--- src/rtl/wkw_pkg.sv ---
package wkw_pkg;
  // Axis indices used by the per-axis generate loop
  typedef enum logic [1:0] {AX_X = 2'd0, AX_Y = 2'd1, AX_Z = 2'd2} axis_e;
  localparam int unsigned AXIS_N = 3;
endpackage

--- src/rtl/wkw_thr_form.sv ---
// Builds the signed lower and upper thresholds of one axis from the MSB bytes
// and the shared LSB word.
module wkw_thr_form #(
  parameter int unsigned MSB_W = 8,
  parameter int unsigned LSB_W = 3,
  localparam int unsigned THR_W = MSB_W + LSB_W
) (
  input  logic [MSB_W-1:0]   msb_lo,
  input  logic [MSB_W-1:0]   msb_hi,
  input  logic [2*LSB_W-1:0] lsb_word,
  output logic [THR_W-1:0]   thr_lo,
  output logic [THR_W-1:0]   thr_hi
);
  function automatic logic [THR_W-1:0] join_thr(logic [MSB_W-1:0] m, logic [LSB_W-1:0] l);
    return {m, l};
  endfunction

  // upper-threshold LSBs sit in the upper half of the word
  assign thr_hi = join_thr(msb_hi, lsb_word[2*LSB_W-1:LSB_W]);
  assign thr_lo = join_thr(msb_lo, lsb_word[LSB_W-1:0]);
endmodule

--- src/rtl/wkw_axis_cmp.sv ---
// Inclusive window check of one axis. Comparing the full-width measurement
// against the threshold padded with ones (lower) or zeros (upper) is the same
// as comparing the truncated measurement, and every input bit takes part.
module wkw_axis_cmp #(
  parameter int unsigned MEAS_W = 12,
  parameter int unsigned THR_W  = 11,
  localparam int unsigned DROP  = MEAS_W - THR_W
) (
  input  logic [MEAS_W-1:0] meas,
  input  logic [THR_W-1:0]  thr_lo,
  input  logic [THR_W-1:0]  thr_hi,
  output logic              fire_lo,
  output logic              fire_hi
);
  function automatic logic at_or_above(logic [MEAS_W-1:0] m, logic [THR_W-1:0] t);
    return $signed(m) >= $signed({t, {DROP{1'b0}}});
  endfunction

  function automatic logic at_or_below(logic [MEAS_W-1:0] m, logic [THR_W-1:0] t);
    return $signed(m) <= $signed({t, {DROP{1'b1}}});
  endfunction


  assign fire_hi = at_or_above(meas, thr_hi);
  assign fire_lo = at_or_below(meas, thr_lo);
endmodule

--- src/rtl/wkw_activate.sv ---
// Wake-up qualification: registered AND of the four enable conditions.
module wkw_activate (
  input  logic clk,
  input  logic rst_n,
  input  logic wu_en,
  input  logic test_on,
  input  logic cfg_par_ok,
  input  logic cfg_flag,
  output logic wake_active
);
  logic conds_met;
  assign conds_met = wu_en & ~test_on & cfg_par_ok & cfg_flag;

  always_ff @(posedge clk or negedge rst_n) begin
    if (!rst_n) wake_active <= 1'b0;
    else        wake_active <= conds_met;
  end


  wake_rise_chk: assert property (@(posedge clk) disable iff (!rst_n)
    $rose(wake_active) |-> $past(wu_en && !test_on && cfg_par_ok && cfg_flag));


  wake_fall_chk: assert property (@(posedge clk) disable iff (!rst_n)
    $fell(wake_active) |-> $past(!wu_en || test_on || !cfg_par_ok || !cfg_flag));
endmodule

--- src/rtl/wkw_pulse.sv ---
// Interrupt pulse timer. The pulse starts on a qualified strobe and lasts
// PULSE_CYC clocks. It is not retriggered while running, and the disable
// input cuts it off.
module wkw_pulse #(
  parameter int unsigned PULSE_CYC = 4,
  localparam int unsigned CNT_W = $clog2(PULSE_CYC + 1)
) (
  input  logic clk,
  input  logic rst_n,
  input  logic conv_done,
  input  logic fire_any,
  input  logic wake_active,
  input  logic int_dis,
  output logic pulse_start,
  output logic pulse_active,
  output logic int_n
);
  logic [CNT_W-1:0] cnt;
  logic             want;

  // qualify the strobe by window result or data-ready fallback
  assign want         = wake_active ? fire_any : 1'b1;
  assign pulse_active = (cnt != '0);
  // no start while busy or disabled
  assign pulse_start  = conv_done & want & ~int_dis & ~pulse_active;

  always_ff @(posedge clk or negedge rst_n) begin
    if (!rst_n)            cnt <= '0;
    else if (int_dis)      cnt <= '0;
    else if (pulse_start)  cnt <= CNT_W'(PULSE_CYC);
    else if (pulse_active) cnt <= cnt - CNT_W'(1);
  end

  assign int_n = ~pulse_active | int_dis;


  start_qual_chk: assert property (@(posedge clk) disable iff (!rst_n)
    $rose(pulse_active) |-> $past(conv_done && !int_dis && (!wake_active || fire_any)));


  busy_ignore_chk: assert property (@(posedge clk) disable iff (!rst_n)
    (pulse_active && conv_done && !int_dis) |=> (cnt == $past(cnt) - CNT_W'(1)));


  disable_cut_chk: assert property (@(posedge clk) disable iff (!rst_n)
    int_dis |=> !pulse_active);


  pulse_len_chk: assert property (@(posedge clk) disable iff (!rst_n)
    $rose(pulse_active) |-> (cnt == CNT_W'(PULSE_CYC)));
endmodule

--- src/rtl/wake_window_cmp.sv ---
module wake_window_cmp
  import wkw_pkg::*;
#(
  parameter int unsigned MEAS_W    = 12,
  parameter int unsigned MSB_W     = 8,
  parameter int unsigned LSB_W     = 3,
  parameter int unsigned PULSE_CYC = 4
) (
  input  logic                 clk,
  input  logic                 rst_n,
  input  logic                 conv_done,
  input  logic [MEAS_W-1:0]    meas_x,
  input  logic [MEAS_W-1:0]    meas_y,
  input  logic [MEAS_W-1:0]    meas_z,
  input  logic [MSB_W-1:0]     lo_msb_x,
  input  logic [MSB_W-1:0]     hi_msb_x,
  input  logic [2*LSB_W-1:0]   lsb_x,
  input  logic [MSB_W-1:0]     lo_msb_y,
  input  logic [MSB_W-1:0]     hi_msb_y,
  input  logic [2*LSB_W-1:0]   lsb_y,
  input  logic [MSB_W-1:0]     lo_msb_z,
  input  logic [MSB_W-1:0]     hi_msb_z,
  input  logic [2*LSB_W-1:0]   lsb_z,
  input  logic                 wu_en,
  input  logic                 test_on,
  input  logic                 cfg_par_ok,
  input  logic                 cfg_flag,
  input  logic                 int_dis,
  output logic                 int_n,
  output logic                 wake_active
);
  localparam int unsigned THR_W = MSB_W + LSB_W;

  logic [MEAS_W-1:0]  meas_a   [AXIS_N];
  logic [MSB_W-1:0]   lo_msb_a [AXIS_N];
  logic [MSB_W-1:0]   hi_msb_a [AXIS_N];
  logic [2*LSB_W-1:0] lsb_a    [AXIS_N];
  logic [THR_W-1:0]   thr_lo_a [AXIS_N];
  logic [THR_W-1:0]   thr_hi_a [AXIS_N];
  logic [AXIS_N-1:0]  fire_lo_v, fire_hi_v, axis_fire;
  logic               fire_any, pulse_start, pulse_active;

  assign meas_a[AX_X]   = meas_x;   assign meas_a[AX_Y]   = meas_y;   assign meas_a[AX_Z]   = meas_z;
  assign lo_msb_a[AX_X] = lo_msb_x; assign lo_msb_a[AX_Y] = lo_msb_y; assign lo_msb_a[AX_Z] = lo_msb_z;
  assign hi_msb_a[AX_X] = hi_msb_x; assign hi_msb_a[AX_Y] = hi_msb_y; assign hi_msb_a[AX_Z] = hi_msb_z;
  assign lsb_a[AX_X]    = lsb_x;    assign lsb_a[AX_Y]    = lsb_y;    assign lsb_a[AX_Z]    = lsb_z;

  for (genvar a = 0; a < AXIS_N; a++) begin : g_axis
    wkw_thr_form #(.MSB_W(MSB_W), .LSB_W(LSB_W)) u_thr (
      .msb_lo(lo_msb_a[a]), .msb_hi(hi_msb_a[a]), .lsb_word(lsb_a[a]),
      .thr_lo(thr_lo_a[a]), .thr_hi(thr_hi_a[a]));
    wkw_axis_cmp #(.MEAS_W(MEAS_W), .THR_W(THR_W)) u_cmp (
      .meas(meas_a[a]), .thr_lo(thr_lo_a[a]), .thr_hi(thr_hi_a[a]),
      .fire_lo(fire_lo_v[a]), .fire_hi(fire_hi_v[a]));
    assign axis_fire[a] = fire_lo_v[a] | fire_hi_v[a];
  end

  // the axis results merge into one event per strobe
  assign fire_any = |axis_fire;

  wkw_activate u_act (
    .clk(clk), .rst_n(rst_n), .wu_en(wu_en), .test_on(test_on),
    .cfg_par_ok(cfg_par_ok), .cfg_flag(cfg_flag), .wake_active(wake_active));

  wkw_pulse #(.PULSE_CYC(PULSE_CYC)) u_pulse (
    .clk(clk), .rst_n(rst_n), .conv_done(conv_done), .fire_any(fire_any),
    .wake_active(wake_active), .int_dis(int_dis), .pulse_start(pulse_start),
    .pulse_active(pulse_active), .int_n(int_n));


  in_window_quiet_chk: assert property (@(posedge clk) disable iff (!rst_n)
    (wake_active && conv_done && !fire_any) |-> !pulse_start);


  reset_state_chk: assert property (@(posedge clk)
    !rst_n |-> (int_n && !wake_active));
endmodule

--- config.mk ---
export PLATFORM = sky130hd
export DESIGN_NAME = wake_window_cmp
export DESIGN_NICKNAME = d
export VERILOG_FILES = /design/src/rtl/wkw_pkg.sv /design/src/rtl/wkw_thr_form.sv /design/src/rtl/wkw_axis_cmp.sv /design/src/rtl/wkw_activate.sv /design/src/rtl/wkw_pulse.sv /design/src/rtl/wake_window_cmp.sv
export SDC_FILE = /design/constraint.sdc
export NUM_CORES = 1
export LEC_CHECK = 0
export ABC_AREA = 1
export BUFFER_PORTS_ARGS = -buffer_cell sky130_fd_sc_hd__buf_2
export CORE_ASPECT_RATIO = 0.7
export CORE_MARGIN = 5
export CORE_UTILIZATION = 30
export CTS_CLUSTER_SIZE = 12
export DETAILED_ROUTE_END_ITERATION = 7
export PLACE_DENSITY = 0.67
export RECOVER_POWER = 50
export SETUP_SLACK_MARGIN = 0.4
export SYNTH_ARGS = -nofsm -noshare
export SYNTH_HDL_FRONTEND = slang
export SYNTH_HIERARCHICAL = 1
export SYNTH_SLANG_ARGS = --single-unit
--- constraint.sdc ---
create_clock -name clk -period 0.9 [get_ports clk]
set_input_delay 0.135 -clock clk [delete_from_list [all_inputs] [get_ports clk]]
set_output_delay 0.135 -clock clk [all_outputs]
set_load 0.005 [all_outputs]
## After elaboration in Yosys (flattened, before gate mapping)

Index checks and enable logic that the tools add are counted.

| storage, ports and cells | value |
|---|---|
| register bits | 4 |

| cells by class | value |
|---|---|
| reductions and logical operators | 3 |
| muxes and demuxes | 4 |
| $lt $le $gt $ge | 6 |
| add/subtract/negate cells | 1 |
| bitwise gates (word level) | 13 |

Operators by type and width:

| kind | count |
|---|---|
| $ge 12x12->1 | 3 |
| $le 12x12->1 | 3 |
| $mux 3 | 3 |
| $and 1x1->1 | 6 |
| $reduce_bool 3->1 | 2 |
| $or 1x1->1 | 4 |
| $not 1->1 | 3 |
| $reduce_or 3->1 | 1 |
| $sub 3x1->3 const B | 1 |
| $mux 1 | 1 |

## Depth between registers and ports, before layout

| logic depth | value |
|---|---|
| word-level depth | 9 |
| depth in mapped cells | 18 |
| gate-level depth less buffers | 17 |

## By module

The synthesis kept the hierarchy.

By module, submodules not included:

| module | cells each | area an instance (um^2) | instances |
|---|---|---|---|
| wkw_axis_cmp (g_axis[1].u_cmp ...) | 111 | 671.9 | 2 |
| wkw_axis_cmp (g_axis[0].u_cmp) | 111 | 674.4 | 1 |
| wkw_thr_form | 22 | 165.2 | 3 |
| wkw_pulse | 30 | 217.7 | 1 |
| wkw_activate | 5 | 42.5 | 1 |
| wake_window_cmp | 4 | 16.3 | 1 |

## Least setup slack after synthesis

OpenSTA, ideal clock, no wires.

| timing path | value |
|---|---|
| path type | input-to-reg |
| start | input port hi_msb_y[7] |
| end | register u_pulse.cnt[0] |
| required time | 0.835 ns |
| library setup time | 0.065 ns |
| slack | -0.692 ns |
| arrival time | 1.527 ns |
| path buffers | 1 |
| stages | 15 |
| path through | buf_4 inv_1 ha_1 a21o_1 nor2_1 nand3_2 nand2_1 nand3_1 nor2_1 nand3_1 inv_1 nand2_1 nand2_1 nand3_1 nand2_1 |

| on the way | value |
|---|---|
| word-level cells in the longest chain between the ends | 9 |
| elaborated cells on any way between the ends | 10 |
| those cells by class | order compare: 1; mux: 3; bitwise: 4; reduce/logical: 2 |

Ends and longest elaborated chain:

| item | line | text |
|---|---|---|
| start, declared | wake_window_cmp.sv:19 | `input logic [MSB_W-1:0] hi_msb_y,` |
| $ge 12x12->1 (*) | wkw_axis_cmp.sv:16 | `return $signed(m) >= $signed({t, {DROP{1'b0}}});` |
| named net fire_hi_v[1] | wake_window_cmp.sv:40 | `logic [AXIS_N-1:0] fire_lo_v, fire_hi_v, axis_fire;` |
| $or 1x1->1 (*) | wake_window_cmp.sv:55 | `assign axis_fire[a] = fire_lo_v[a] \| fire_hi_v[a];` |
| $reduce_or 3->1 (*) | wake_window_cmp.sv:59 | `assign fire_any = \|axis_fire;` |
| named net fire_any | wake_window_cmp.sv:41 | `logic fire_any, pulse_start, pulse_active;` |
| $mux 1 (*) | wkw_pulse.sv:22 | `assign want = wake_active ? fire_any : 1'b1;` |
| $and 1x1->1 (*) (3 in a row) | wkw_pulse.sv:25 | `assign pulse_start = conv_done & want & ~int_dis & ~pulse_active;` |
| $mux 3 | wkw_pulse.sv:30 | `else if (pulse_start) cnt <= CNT_W'(PULSE_CYC);` |
| $mux 3 | wkw_pulse.sv:29 | `else if (int_dis) cnt <= '0;` |
| end signal, assigned | wkw_pulse.sv:30 |  |
| end signal, assigned | wkw_pulse.sv:31 | `else if (pulse_active) cnt <= cnt - CNT_W'(1);` |
| end, declared | wkw_pulse.sv:18 | `logic [CNT_W-1:0] cnt;` |

The timed path passes the listed nets; every way through them passes the cells marked *.
A chain may end at the register's enable or synchronous reset.

## Final worst setup path

| timing path | value |
|---|---|
| start | input port lo_msb_x[7] |
| end | register u_pulse.cnt[0] |

| on the way | value |
|---|---|
| word-level cells in the longest chain between the ends | 9 |
| elaborated cells on any way between the ends | 10 |
| those cells by class | order compare: 1; mux: 3; bitwise: 4; reduce/logical: 2 |

Ends and longest elaborated chain:

| item | line | text |
|---|---|---|
| start, declared | wake_window_cmp.sv:15 | `input logic [MSB_W-1:0] lo_msb_x,` |
| $le 12x12->1 (*) | wkw_axis_cmp.sv:20 | `return $signed(m) <= $signed({t, {DROP{1'b1}}});` |
| named net fire_lo_v[0] | wake_window_cmp.sv:40 |  |
| $or 1x1->1 (*) | wake_window_cmp.sv:55 |  |
| $reduce_or 3->1 (*) | wake_window_cmp.sv:59 |  |
| named net fire_any | wake_window_cmp.sv:41 |  |
| $mux 1 (*) | wkw_pulse.sv:22 |  |
| $and 1x1->1 (*) (3 in a row) | wkw_pulse.sv:25 |  |
| $mux 3 | wkw_pulse.sv:30 |  |
| $mux 3 | wkw_pulse.sv:29 |  |

Marked as above.

==> metrics.csv <==
metric,value,unit
final setup fails,4,
Hold Path Cell Cnt,4,
post-layout min period,1500,ps
NetSw,1410,µW
Max Clock Freq,669,MHz
syn avg cell area,6.38,µm²
final hold vios,0,
gp weighted congestion,0.834,
total die area,11300,µm²
Mapped Area,2790,µm²
antenna violations before repair,2,
final cell count without fillers,637,
required time of the critical path,1060,ps
Area Growth Syn to Fin,55.1,%
Max Transition Viols Final,0,
Internal,2100,µW
R2R depth,8,
CP arrival,1650,ps
Setup CP Type,input port to flop,
number of cells in the design after placement,626,
Clock power frac,19.6,%
fin nets,691,
final wirelength,7080,µm
Leak,0.00231,µW
post-route setup slack,-596,ps
Port Buf Inserts,111,
Place WS,-904,ps
worst-skew pair later-pin latency,220,ps
Slew @ Worst Pin,239,ps
sw frac,40.1,%
Critical R2R Launch,u_pulse/cnt[1]$_DFFE_PN0P_,
Overall Power,3510,µW
status,"complete, but fails checks",
grt total ovfl,0,
die height,90.6,µm
clk sinks,4,
CP endpoint kind,flop,
Hold Path End,u_act/wake_active$_DFF_PN0_,
drt first pass iters,2,
layout cells sized above 1,63.8,%
Worst IR Drop VDD,0.603,mV
clock tree buffer depth,2,
Initial Util,30.7,%
crit-path max FO,3,
sequential power share,7.7,%
Comb pwr share,72.6,%
Vias/cell,4.20,
DRC Markers,0,
core area,9070,µm²
CTS buffer count,3,
max-cap violations,0,
hpwl dp,6070,µm
worst reg2reg setup slack,-300,ps
Vias,2674,
htree depth,1,
wire per inst,11.1,µm
synth warn,6,
GRT Util Overall,11.5,%
HP Start,test_on,
largest net degree at the start of global routing,5,
FP Rows,29,
global-route wire length before repair,11400,µm
Hold WC Path Type,input port to flop,
drt first-iter violations,27,
Final Core Density,47.6,%
vias in the first global route,2802,
Syn Nets,615,
clk root buf,clkbuf_16,
Worst slew margin,84.1,%
failing checks,negative setup slack,
Pwr Density,813,nW/µm²
Die Span X,125,µm
Final period util,166,%
Routed Antenna Nets,0,
RR Endpoint,u_pulse/cnt[2]$_DFFE_PN0P_,
RSZ-0062 raised after global routing,yes,
Syn Inst Count,437,
Clock Skews,0.165,ps
Ports,112,
critical path launch point type,input port,
Worst-path clk slew,30,ps
TritonCTS clock tree,done,
[power by group through the flow]
stage               Sequential (µW)  Clock [µW]  Combinational [µW]
finish                          272         690                2550
CTS                             271         696                2250
detailed placement              266           0                1980
global placement                268           0                1900
global route                    279         709                2860
floorplan                       255           0                1430
[cell usage in the layout (no fill, tap or decap), drive strengths merged]
master / n
dfrtp: 4
buf: 135
nand2: 104
ha: 68
a21o: 6
clkbuf: 4
nand4: 12
dlygate4sd3: 1
diode: 2
o21ai: 3
and2: 6
nor2: 23
a21oi: 19
nand3: 16
inv: 110
[sequential cells by signal, summed over array words and instances (netlist names)]
register,count
u_pulse/cnt,3
u_act/wake_active,1
[metrics by stage]
step	instance area, µm²	hold WS (ps)	setup TNS [ps]
4_1_cts	4000	141	-1970
6_report	4320	141	-2080
5_1_grt	4320	170	-2460
3_5_place_dp	3680	-55.2	-2840
3_3_place_gp	3680	-56.4	-2670
2_1_floorplan	3390	-161	-1780
[cell type report]
type                            instances  area, µm²
Antenna cell                            2       5.00
Clock buffer                            3       75.1
Fill cell                             872       4750
Inverter                              110        413
Multi-Input combinational cell        257       2710
Sequential cell                         4        100
Tap cell                              124        155
Timing Repair Buffer                  137        860
[what timing repair did]
action,4_1_cts,5_1_grt
setup endpoints to repair,5,5
hold endpoints to repair,4,0
gates resized for setup,45,60
cloned,0,0
setup buffers,4,1
pin swaps,33,35
hold buffers,1,0
[worst max-delay path by stage]
stage	from	endpoint	depth (start not counted)
4_1_cts	meas_x[11]	u_pulse/cnt[0]$_DFFE_PN0P_	15
3_3_place_gp	meas_x[7]	u_pulse/cnt[1]$_DFFE_PN0P_	15
5_1_grt	meas_y[4]	u_pulse/cnt[0]$_DFFE_PN0P_	16
3_5_place_dp	meas_x[7]	u_pulse/cnt[1]$_DFFE_PN0P_	15
2_1_floorplan	hi_msb_z[7]	u_pulse/cnt[0]$_DFFE_PN0P_	17
6_report	lo_msb_x[7]	u_pulse/cnt[0]$_DFFE_PN0P_	16
[per-layer routing]
metal / vias up / wire [µm] / share of wire [%] / track usage, %
li1: 1426 / - / - / -
met1: 1170 / 3110 / 44 / 14.1
met2: 70 / 3560 / 50 / 21.2
met3: 8 / 343 / 4.8 / 1.65
met4: 0 / 73 / 1.0 / 2.71
met5: - / 0 / 0 / 0
[critical path, cell delays in order]
cell and delay (ps):
buf_6 70, inv_2 40, ha_4 280, nand2_4 60, nor2_4 110, and2_4 160
nand2_4 40, nand4_1 80, nand3_2 100, nor2_4 150, nand3_2 90, inv_2 60
nand2_2 60, nand2_2 90, nand3_2 60, nand2_1 70
(Power assumes the default switching activity.)
